<file path="src/rtl/gpio_bank_pkg.sv">
package gpio_bank_pkg;
    localparam int WORD_W   = 32;
    localparam int N_IRQ    = 4;
    localparam int MAX_PINS = 64;

    // Property index = byte offset bits [6:3]
    typedef enum logic [3:0] {
        F_DIR  = 4'd0,
        F_DRV  = 4'd1,
        F_EN0  = 4'd3,
        F_EN1  = 4'd4,
        F_EN2  = 4'd5,
        F_EN3  = 4'd6,
        F_POL  = 4'd7,
        F_TYPE = 4'd8,
        F_STAT = 4'd9
    } prop_e;
endpackage

</file>
<file path="src/rtl/gpio_pin_sync.sv">
module gpio_pin_sync #(
    parameter int W = 8
) (
    input  logic         clk,
    input  logic         rst_n,
    input  logic [W-1:0] raw_i,
    output logic [W-1:0] sync_o
);
    logic [W-1:0] meta_q;

    always_ff @(posedge clk or negedge rst_n) begin
        if (!rst_n) begin
            meta_q <= '0;
            sync_o <= '0;
        end else begin
            meta_q <= raw_i;
            sync_o <= meta_q;
        end
    end
endmodule

</file>
<file path="src/rtl/gpio_irq_detect.sv">
module gpio_irq_detect #(
    parameter int W = 8
) (
    input  logic         clk,
    input  logic         rst_n,
    input  logic [W-1:0] level_i,
    input  logic [W-1:0] edge_mode_i,
    input  logic [W-1:0] pol_low_i,
    input  logic [W-1:0] clr_i,
    output logic [W-1:0] stat_o
);
    logic [W-1:0] prev_q;
    logic [W-1:0] active;
    logic [W-1:0] evt;

    // Active means "at the selected polarity" for both modes
    assign active = level_i ^ pol_low_i;
    // Edge mode additionally needs the previous sample inactive
    assign evt    = active & (~edge_mode_i | ~(prev_q ^ pol_low_i));

    always_ff @(posedge clk or negedge rst_n) begin
        if (!rst_n) begin
            prev_q <= '0;
            stat_o <= '0;
        end else begin
            prev_q <= level_i;
            stat_o <= (stat_o & ~clr_i) | evt;
        end
    end

    for (genvar i = 0; i < W; i++) begin : g_chk
        // an edge-latched status survives until explicitly cleared
        p_edge_sticky_r6: assert property (@(posedge clk) disable iff (!rst_n)
            (edge_mode_i[i] && stat_o[i] && !clr_i[i]) |=> stat_o[i]);
        // a clear with no competing event empties the bit
        p_w1c_clears_r7: assert property (@(posedge clk) disable iff (!rst_n)
            (clr_i[i] && !active[i]) |=> !stat_o[i]);
        // an active level always lands in status, clear or not
        p_level_reassert_r5: assert property (@(posedge clk) disable iff (!rst_n)
            (!edge_mode_i[i] && active[i]) |=> stat_o[i]);
    end
endmodule

</file>
<file path="src/rtl/gpio_regfile.sv">
module gpio_regfile
    import gpio_bank_pkg::*;
#(
    parameter int NUM_PINS = 48,
    parameter int ADDR_W   = 8
) (
    input  logic                              clk,
    input  logic                              rst_n,
    input  logic                              bus_wr,
    input  logic [ADDR_W-1:0]                 bus_addr,
    input  logic [WORD_W-1:0]                 bus_wdata,
    output logic [WORD_W-1:0]                 bus_rdata,
    input  logic [NUM_PINS-1:0]               level_i,
    input  logic [NUM_PINS-1:0]               stat_i,
    output logic [NUM_PINS-1:0]               dir_o,
    output logic [NUM_PINS-1:0]               drv_o,
    output logic [NUM_PINS-1:0]               pol_o,
    output logic [NUM_PINS-1:0]               type_o,
    output logic [N_IRQ-1:0][NUM_PINS-1:0]    en_o,
    output logic [NUM_PINS-1:0]               clr_o
);
    localparam int WORDS = (NUM_PINS + WORD_W - 1) / WORD_W;
    localparam int PAD_W = WORDS * WORD_W;

    prop_e             prop;
    logic              word_sel;
    logic              hit_ok;
    logic              wr_ok;
    logic [5:0]        shamt;
    logic [PAD_W-1:0]  lane_ones, lane_data, wmask_pad, wval_pad;
    logic [PAD_W-1:0]  rd_pad, rd_shift;
    logic [NUM_PINS-1:0] wmask, wval, rd_src;
    logic              rd_valid;
    logic [N_IRQ-1:0]  wr_en;

    assign prop     = prop_e'(bus_addr[6:3]);
    assign word_sel = bus_addr[2];
    assign hit_ok   = (bus_addr[ADDR_W-1:7] == '0) && (bus_addr[1:0] == 2'b00)
                      && (!word_sel || (WORDS > 1));
    assign wr_ok    = bus_wr && hit_ok;
    assign shamt    = {word_sel, 5'd0};

    always_comb begin
        lane_ones        = '0;
        lane_ones[31:0]  = '1;
        lane_data        = '0;
        lane_data[31:0]  = bus_wdata;
        wmask_pad        = lane_ones << shamt;
        wval_pad         = lane_data << shamt;
    end

    assign wmask = wmask_pad[NUM_PINS-1:0];
    assign wval  = wval_pad[NUM_PINS-1:0];

    always_comb begin
        for (int k = 0; k < N_IRQ; k++) begin
            wr_en[k] = wr_ok && (bus_addr[6:3] == 4'(int'(F_EN0) + k));
        end
    end

    function automatic logic [NUM_PINS-1:0] merge_word(
        input logic [NUM_PINS-1:0] old_v,
        input logic [NUM_PINS-1:0] m,
        input logic [NUM_PINS-1:0] v
    );
        return (old_v & ~m) | (v & m);
    endfunction

    always_ff @(posedge clk or negedge rst_n) begin
        if (!rst_n) begin
            dir_o  <= '0;
            drv_o  <= '0;
            pol_o  <= '0;
            type_o <= '0;
            en_o   <= '0;
        end else begin
            if (wr_ok && prop == F_DIR)  dir_o  <= merge_word(dir_o,  wmask, wval);
            if (wr_ok && prop == F_DRV)  drv_o  <= merge_word(drv_o,  wmask, wval);
            if (wr_ok && prop == F_POL)  pol_o  <= merge_word(pol_o,  wmask, wval);
            if (wr_ok && prop == F_TYPE) type_o <= merge_word(type_o, wmask, wval);
            for (int k = 0; k < N_IRQ; k++) begin
                if (wr_en[k]) en_o[k] <= merge_word(en_o[k], wmask, wval);
            end
        end
    end

    // Write-one-to-clear request toward the detectors
    assign clr_o = (wr_ok && prop == F_STAT) ? (wval & wmask) : '0;

    always_comb begin
        rd_valid = 1'b1;
        case (prop)
            F_DIR:   rd_src = dir_o;
            F_DRV:   rd_src = level_i;
            F_EN0:   rd_src = en_o[0];
            F_EN1:   rd_src = en_o[1];
            F_EN2:   rd_src = en_o[2];
            F_EN3:   rd_src = en_o[3];
            F_POL:   rd_src = pol_o;
            F_TYPE:  rd_src = type_o;
            F_STAT:  rd_src = stat_i;
            default: begin
                rd_src   = '0;
                rd_valid = 1'b0;
            end
        endcase
        rd_pad                 = '0;
        rd_pad[NUM_PINS-1:0]   = rd_src;
        rd_shift               = rd_pad >> shamt;
        bus_rdata              = (hit_ok && rd_valid) ? rd_shift[31:0] : '0;
    end

    // a write that misses the map leaves every configuration word alone
    p_reserved_ignored_r10: assert property (@(posedge clk) disable iff (!rst_n)
        (bus_wr && !hit_ok) |=> ($stable(dir_o) && $stable(drv_o) && $stable(pol_o)
                                 && $stable(type_o) && $stable(en_o)));
endmodule

</file>
<file path="src/rtl/gpio_bank_ctrl.sv">
module gpio_bank_ctrl
    import gpio_bank_pkg::*;
#(
    parameter int NUM_PINS = 48,
    parameter int ADDR_W   = 8
) (
    input  logic                clk,
    input  logic                rst_n,
    input  logic                bus_wr,
    input  logic [ADDR_W-1:0]   bus_addr,
    input  logic [31:0]         bus_wdata,
    output logic [31:0]         bus_rdata,
    input  logic [NUM_PINS-1:0] pin_in,
    output logic [NUM_PINS-1:0] pin_out,
    output logic [NUM_PINS-1:0] pin_oe,
    output logic [3:0]          irq_out
);
    logic [NUM_PINS-1:0]            level_s;
    logic [NUM_PINS-1:0]            stat_s;
    logic [NUM_PINS-1:0]            pol_s, type_s, clr_s;
    logic [N_IRQ-1:0][NUM_PINS-1:0] en_s;

    gpio_pin_sync #(.W(NUM_PINS)) u_sync (
        .clk    (clk),
        .rst_n  (rst_n),
        .raw_i  (pin_in),
        .sync_o (level_s)
    );

    gpio_regfile #(.NUM_PINS(NUM_PINS), .ADDR_W(ADDR_W)) u_regs (
        .clk       (clk),
        .rst_n     (rst_n),
        .bus_wr    (bus_wr),
        .bus_addr  (bus_addr),
        .bus_wdata (bus_wdata),
        .bus_rdata (bus_rdata),
        .level_i   (level_s),
        .stat_i    (stat_s),
        .dir_o     (pin_oe),
        .drv_o     (pin_out),
        .pol_o     (pol_s),
        .type_o    (type_s),
        .en_o      (en_s),
        .clr_o     (clr_s)
    );

    gpio_irq_detect #(.W(NUM_PINS)) u_det (
        .clk         (clk),
        .rst_n       (rst_n),
        .level_i     (level_s),
        .edge_mode_i (type_s),
        .pol_low_i   (pol_s),
        .clr_i       (clr_s),
        .stat_o      (stat_s)
    );

    for (genvar k = 0; k < N_IRQ; k++) begin : g_irq
        assign irq_out[k] = |(stat_s & en_s[k]);
    end

    // bit 0 of a direction write reaches pin 0 after one edge
    p_dir_write_r3: assert property (@(posedge clk) disable iff (!rst_n)
        (bus_wr && bus_addr == ADDR_W'(0)) |=> (pin_oe[0] == $past(bus_wdata[0])));
endmodule

</file>
<file path="config.mk">
export PLATFORM = sky130hd
export DESIGN_NAME = gpio_bank_ctrl
export DESIGN_NICKNAME = d
export VERILOG_FILES = /design/src/rtl/gpio_bank_pkg.sv /design/src/rtl/gpio_pin_sync.sv /design/src/rtl/gpio_irq_detect.sv /design/src/rtl/gpio_regfile.sv /design/src/rtl/gpio_bank_ctrl.sv
export SDC_FILE = /design/constraint.sdc
export NUM_CORES = 1
export LEC_CHECK = 0
export BUFFER_PORTS_ARGS = -buffer_cell sky130_fd_sc_hd__buf_2
export CAP_MARGIN = 20
export CORE_MARGIN = 8
export CORE_UTILIZATION = 45
export CTS_BUF_LIST = sky130_fd_sc_hd__clkbuf_8
export DETAILED_ROUTE_END_ITERATION = 16
export GPL_TIMING_DRIVEN = 0
export PLACE_DENSITY = 0.73
export SKIP_CTS_REPAIR_TIMING = 1
export SYNTH_ARGS = -nofsm -noshare
export SYNTH_HDL_FRONTEND = slang
export SYNTH_SLANG_ARGS = --single-unit
export TNS_END_PERCENT = 20
</file>
<file path="constraint.sdc">
create_clock -name clk -period 1.8 [get_ports clk]
set_input_delay 0.09 -clock clk [delete_from_list [all_inputs] [get_ports clk]]
set_output_delay 0.09 -clock clk [all_outputs]
set_load 0.05 [all_outputs]
</file>
== After elaboration in Yosys (flattened, before gate mapping) ==
Index checks and enable logic that the tools add are counted.

* Bits in registers: 576
* Input bits: 91
* Output and inout bits: 132
* Logic and storage cells: 78

* Eq/ne operators: 8
* Shift operators: 3
* Multiplexer cells: 4
* Bitwise operators: 32
* Reduce and logical (&&, ||, !) cells: 19

{| class="wikitable"
|+ Operators with widths
! cell !! count
|-
| $and A48 B48 Y48 || 15
|-
| $or A48 B48 Y48 || 10
|-
| $pmux W48 S9 || 1
|-
| $not A48 Y48 || 4
|-
| $reduce_or A48 Y1 || 4
|-
| $xor A48 B48 Y48 || 2
|-
| $mux W48 || 1
|-
| $shl A32 B6 Y48 || 1
|-
| $shl A32 B6 Y48 const A || 1
|-
| $shr A48 B6 Y32 || 1
|-
| $mux W32 || 1
|-
| $eq A4 B3 Y1 const B || 4
|-
| $logic_and A1 B1 Y1 || 12
|-
| $reduce_or A9 Y1 || 1
|-
| $eq A4 B4 Y1 const B || 2
|-
| $eq A4 B1 Y1 const B || 1
|-
| $eq A4 B2 Y1 const B || 1
|-
| $logic_not A4 Y1 || 1
|-
| $logic_not A2 Y1 || 1
|-
| $mux W1 || 1
|-
| $not A1 Y1 || 1
|}

== Logic depth before layout (Yosys ltp) ==
* Depth in word-level cells: 8
* Gate-level depth with buffers: 9
* Gate-level depth less buffers: 5

== Hierarchy ==
A second synthesis with hierarchy kept.

* Cells, all modules: 1977
* Area, all modules: 26160.1 sq um

{| class="wikitable"
|+ Modules (own cells, without submodules)
! module !! instances !! cells an instance !! area an instance (sq um) !! sequential area each (sq um)
|-
| gpio_regfile || 1 || 1428 || 18754.2 || 9609.2
|-
| gpio_irq_detect || 1 || 337 || 4025.1 || 2402.3
|-
| gpio_pin_sync || 1 || 96 || 2402.3 || 2402.3
|-
| gpio_bank_ctrl || 1 || 116 || 978.4 || 0.0
|}

== Least setup slack after synthesis ==
OpenSTA, ideal clock, no wires.

* Path type: input-to-output
* Start point: input port bus_addr[5]
* End point: output port bus_rdata[5]
* Arrival time: 2123 ps
* Data required time: 1710 ps
* Slack: -413 ps
* Stages: 7
* Path buffers: 2
* Cell sequence: buf_4 -> nor2b_1 -> clkbuf_1 -> a22oi_1 -> o22ai_1 -> a211oi_1 -> o21ai_0

* Word-level cells in the longest chain between the ends: 5
* Elaborated cells between the ends (all ways): 15
* Classes of those cells: eq/ne (8); shift (1); mux (3); reduce/logical (3)

{| class="wikitable"
|+ RTL lines
! item !! line !! text
|-
| from (decl) || gpio_bank_ctrl.sv:10 || <nowiki>input logic [ADDR_W-1:0] bus_addr,</nowiki>
|-
| parallel branches: the longest is 4 deep, another holds $pmux W48 S9 || - ||
|-
| $mux W32 (*) || gpio_regfile.sv:110 || <nowiki>bus_rdata = (hit_ok && rd_valid) ? rd_shift[31:0] : '0;</nowiki>
|-
| to (decl) || gpio_bank_ctrl.sv:12 || <nowiki>output logic [31:0] bus_rdata,</nowiki>
|}

Mark *: on every way between the ends.

== Worst setup path in the final report ==
* Start point: register u_det.stat_o[24]
* End point: output port irq_out[1]

* Word-level cells in the longest chain between the ends: 2

{| class="wikitable"
|+ RTL lines
! item !! line !! text
|-
| from (decl) || gpio_irq_detect.sv:10 || <nowiki>output logic [W-1:0] stat_o</nowiki>
|-
| from (signal assigned) || gpio_irq_detect.sv:27 || <nowiki>stat_o <= (stat_o & ~clr_i) | evt;</nowiki>
|-
| $and A48 B48 Y48 || gpio_bank_ctrl.sv:58 || <nowiki>assign irq_out[k] = |(stat_s & en_s[k]);</nowiki>
|-
| $reduce_or A48 Y1 || gpio_bank_ctrl.sv:58 ||
|-
| to (decl) || gpio_bank_ctrl.sv:16 || <nowiki>output logic [3:0] irq_out</nowiki>
|}

No other way between the ends.

==> results.toml <==
[routing]
drt_iter0_drc = 2439
routed_wl_um = 115000
drtAntennaViolNets = 0
drt-pass1-iter-count = 5
route.vias.total = 21100
wl_per_cell_um = 35.1
drcViolationCount = 0
vias_per_cell = 6.40

[synthesis]
synthTopCellsByArea = "dfrtp_1, mux2_2, mux2i_1, a22oi_1, a221oi_1"
syn_area_sq_um = 25300
synth_cell_types = 56
synthArstFlopShare_pct = 100
synth_top_flop_cell = "dfrtp_1"
synth_edf_count = 0
syn_inst = 1982
ys_seq_elements = 576
synth_top_area_share_pct = 56.9
avgSynthCellArea_sq_um = 12.8
yosysSeqAreaShare_pct = 56.9
yosysTopAreaCell = "dfrtp_1"
syn-num-nets = 2073
yosysWarnings = 0

[timing]
relSlewSlack_pct = 28.0
hold_viol = 225
setup_violations = 45
skew_ps = 27.6
rsz0062_at_grt = "true"
setup_ws_ps = -1130
fmax_ghz = 0.341
period_share_pct = 163
slew_violations = 0
worst_pin_slew_ps = 1080
fin_crit_ps = 2930
hold-worst-slack_ps = -687

[critical_path]
cp_slowest_cell = "or4_4"
cp.required_ps = 1710
rrSetupSlack_ps = 660
worstSetupPathType = "reg2out"
worstPathMaxFanout = 6
crit_chain = "a22o_1, a221oi_4, nand3_1, or4_4, buf_8"
worstPathArrival_ps = 2840
reg2reg_from = "u_det.stat_o[8]"
crit_buf_inv = 1
crit_path_end_kind = "output pin"
cpLargestDelayFamily = "simple AND/OR/NAND/NOR gates"
startpoint_type = "register"
r2r_cells = 2
timing.rr.end = "u_det.stat_o[8]"
max_stage_delay_ps = 580

[placed_design]
portBuffers = 221
place_ws_ps = -1910
gp_congestion = 1.04
hpwlAfterDp_um = 83000

[clocking]
clock_sinks = 576
cts.clk_slew.worst_paths_ps = 60
cts_root_buffer = "clkbuf_8"
clock_path_buffers = 3
cts_tree = "done"
clock_latency_ps = 720
cts_made_buffers = 97
ctsHtreeMaxLevel = 3

[global_route]
grt_pass1_vias = 20500
grt_max_degree = 125
grt_pass1_wl_um = 157000
antenna_found_initial = 0
grt_overflow_total = 0
grt.total_usage_pct = 34.7

[pwr]
p_leak_uw = 0.0150
peakVddDrop_mv = 0.720
p_per_area_nw_per_um2 = 924

[die]
die_h_um = 253
initial_core_util_pct = 45.2
io_pins = 223
die_w_um = 253
coreArea_sq_um = 56100
num_rows = 87
die_area_sq_um = 64100

[outcome]
violations = "hold timing, setup timing"
status = "finished, violations left"

[cells_and_area]
drive_gt1_share_pct = 44.4
final_cell_mix = "dfrtp_1, mux2_2, buf_2, clkbuf_8, nand2_1"
fin_nets = 2551
final_common_cell = "dfrtp_1"
fillCellCount = 4364
fin_util_pct = 58.5
area_growth_pct = 29.4

[flow_run]
drv_cap = 0

[hold_path]
holdCritPathClass = "in2async"
==> worst max path at each step <==
stage | depth (start not counted) | end | startpoint | slack, ps
after CTS | 10 | bus_rdata[12] | bus_addr[4] | -1920
final | 5 | irq_out[1] | u_det.stat_o[24] | -1130
after floorplan | 6 | bus_rdata[0] | bus_addr[4] | -280
after global routing | 5 | irq_out[3] | u_det.stat_o[47] | -1130
after global placement | 1 | u_sync.sync_o[24] | rst_n | -10950
after detailed placement | 10 | bus_rdata[12] | bus_addr[4] | -1910
==> final cells by class <==
class	count	area (sq um)	area share, %
diodes	2	5.00	0.0153
plain buffers	118	911	2.78
clock buffers	122	1680	5.12
clock inverters	49	324	0.989
inverters	47	176	0.538
multi-input cells	1235	11200	34.3
flip-flops and latches	576	14500	44.3
well taps	756	946	2.89
repair buffers	385	2980	9.10
==> where the power goes <==
part,switching (uW),total [uW],internal (uW)
sequential,704,14300,13600
combinational,2420,3880,1460
clock,5470,12100,6650
==> cells in the mapped netlist (all sizes together) (3+ instances only) <==
master / n
nand2: 113
buf: 79
a31oi: 12
mux2i: 79
a22o: 50
clkbuf: 45
nor2b: 13
a21o: 4
o221ai: 5
or2: 4
mux2: 355
a22oi: 87
xnor2: 3
o32ai: 4
a222oi: 3
a2111oi: 3
dfrtp: 576
o21bai: 6
and2: 3
xor2: 3
or4: 4
a221o: 45
nand3: 14
a221oi: 57
nor2: 70
a21oi: 73
nand4: 9
inv: 47
nor3: 18
nand2b: 11
a211oi: 28
or3: 3
o22ai: 56
o21ai: 89
==> cell families (layout without fill, tap and decap cells) <==
kind of cell           Yosys count  after routing  synth area share, %
other                            0              2                    0
AO/OA/AOI/OAI                  527            527                 14.8
multiplexers                   434            434                 19.3
AND/OR/NAND/NOR                268            268                 5.43
buffers and inverters          171            721                 3.27
XOR/XNOR                         6              6                0.207
flip-flops                     576            576                 56.9
==> per-layer routing <==
| metal | track usage, % | up-vias | wire length [um] |
|---|---|---|---|
| li1 | - | 8436 | - |
| met4 | 15.4 | 0 | 6060 |
| met3 | 9.43 | 314 | 11000 |
| met1 | 47.0 | 11000 | 46900 |
| met2 | 51.9 | 1348 | 51400 |
| met5 | 0 | - | 0 |
==> metrics by stage <==
stage / instance area [sq um] / cells / setup TNS (ps) / total power, uW
after global placement: 27500 / 2959 / -6467450 / 17500
final: 32800 / 3290 / -16400 / 30300
after detailed placement: 27700 / 2967 / -311480 / 17600
after global routing: 32800 / 3288 / -17560 / 31100
after CTS: 29700 / 3138 / -52680 / 29700
after floorplan: 25500 / 1982 / -4900 / 15900
Note: power is estimated with default switching activity, not from simulation.
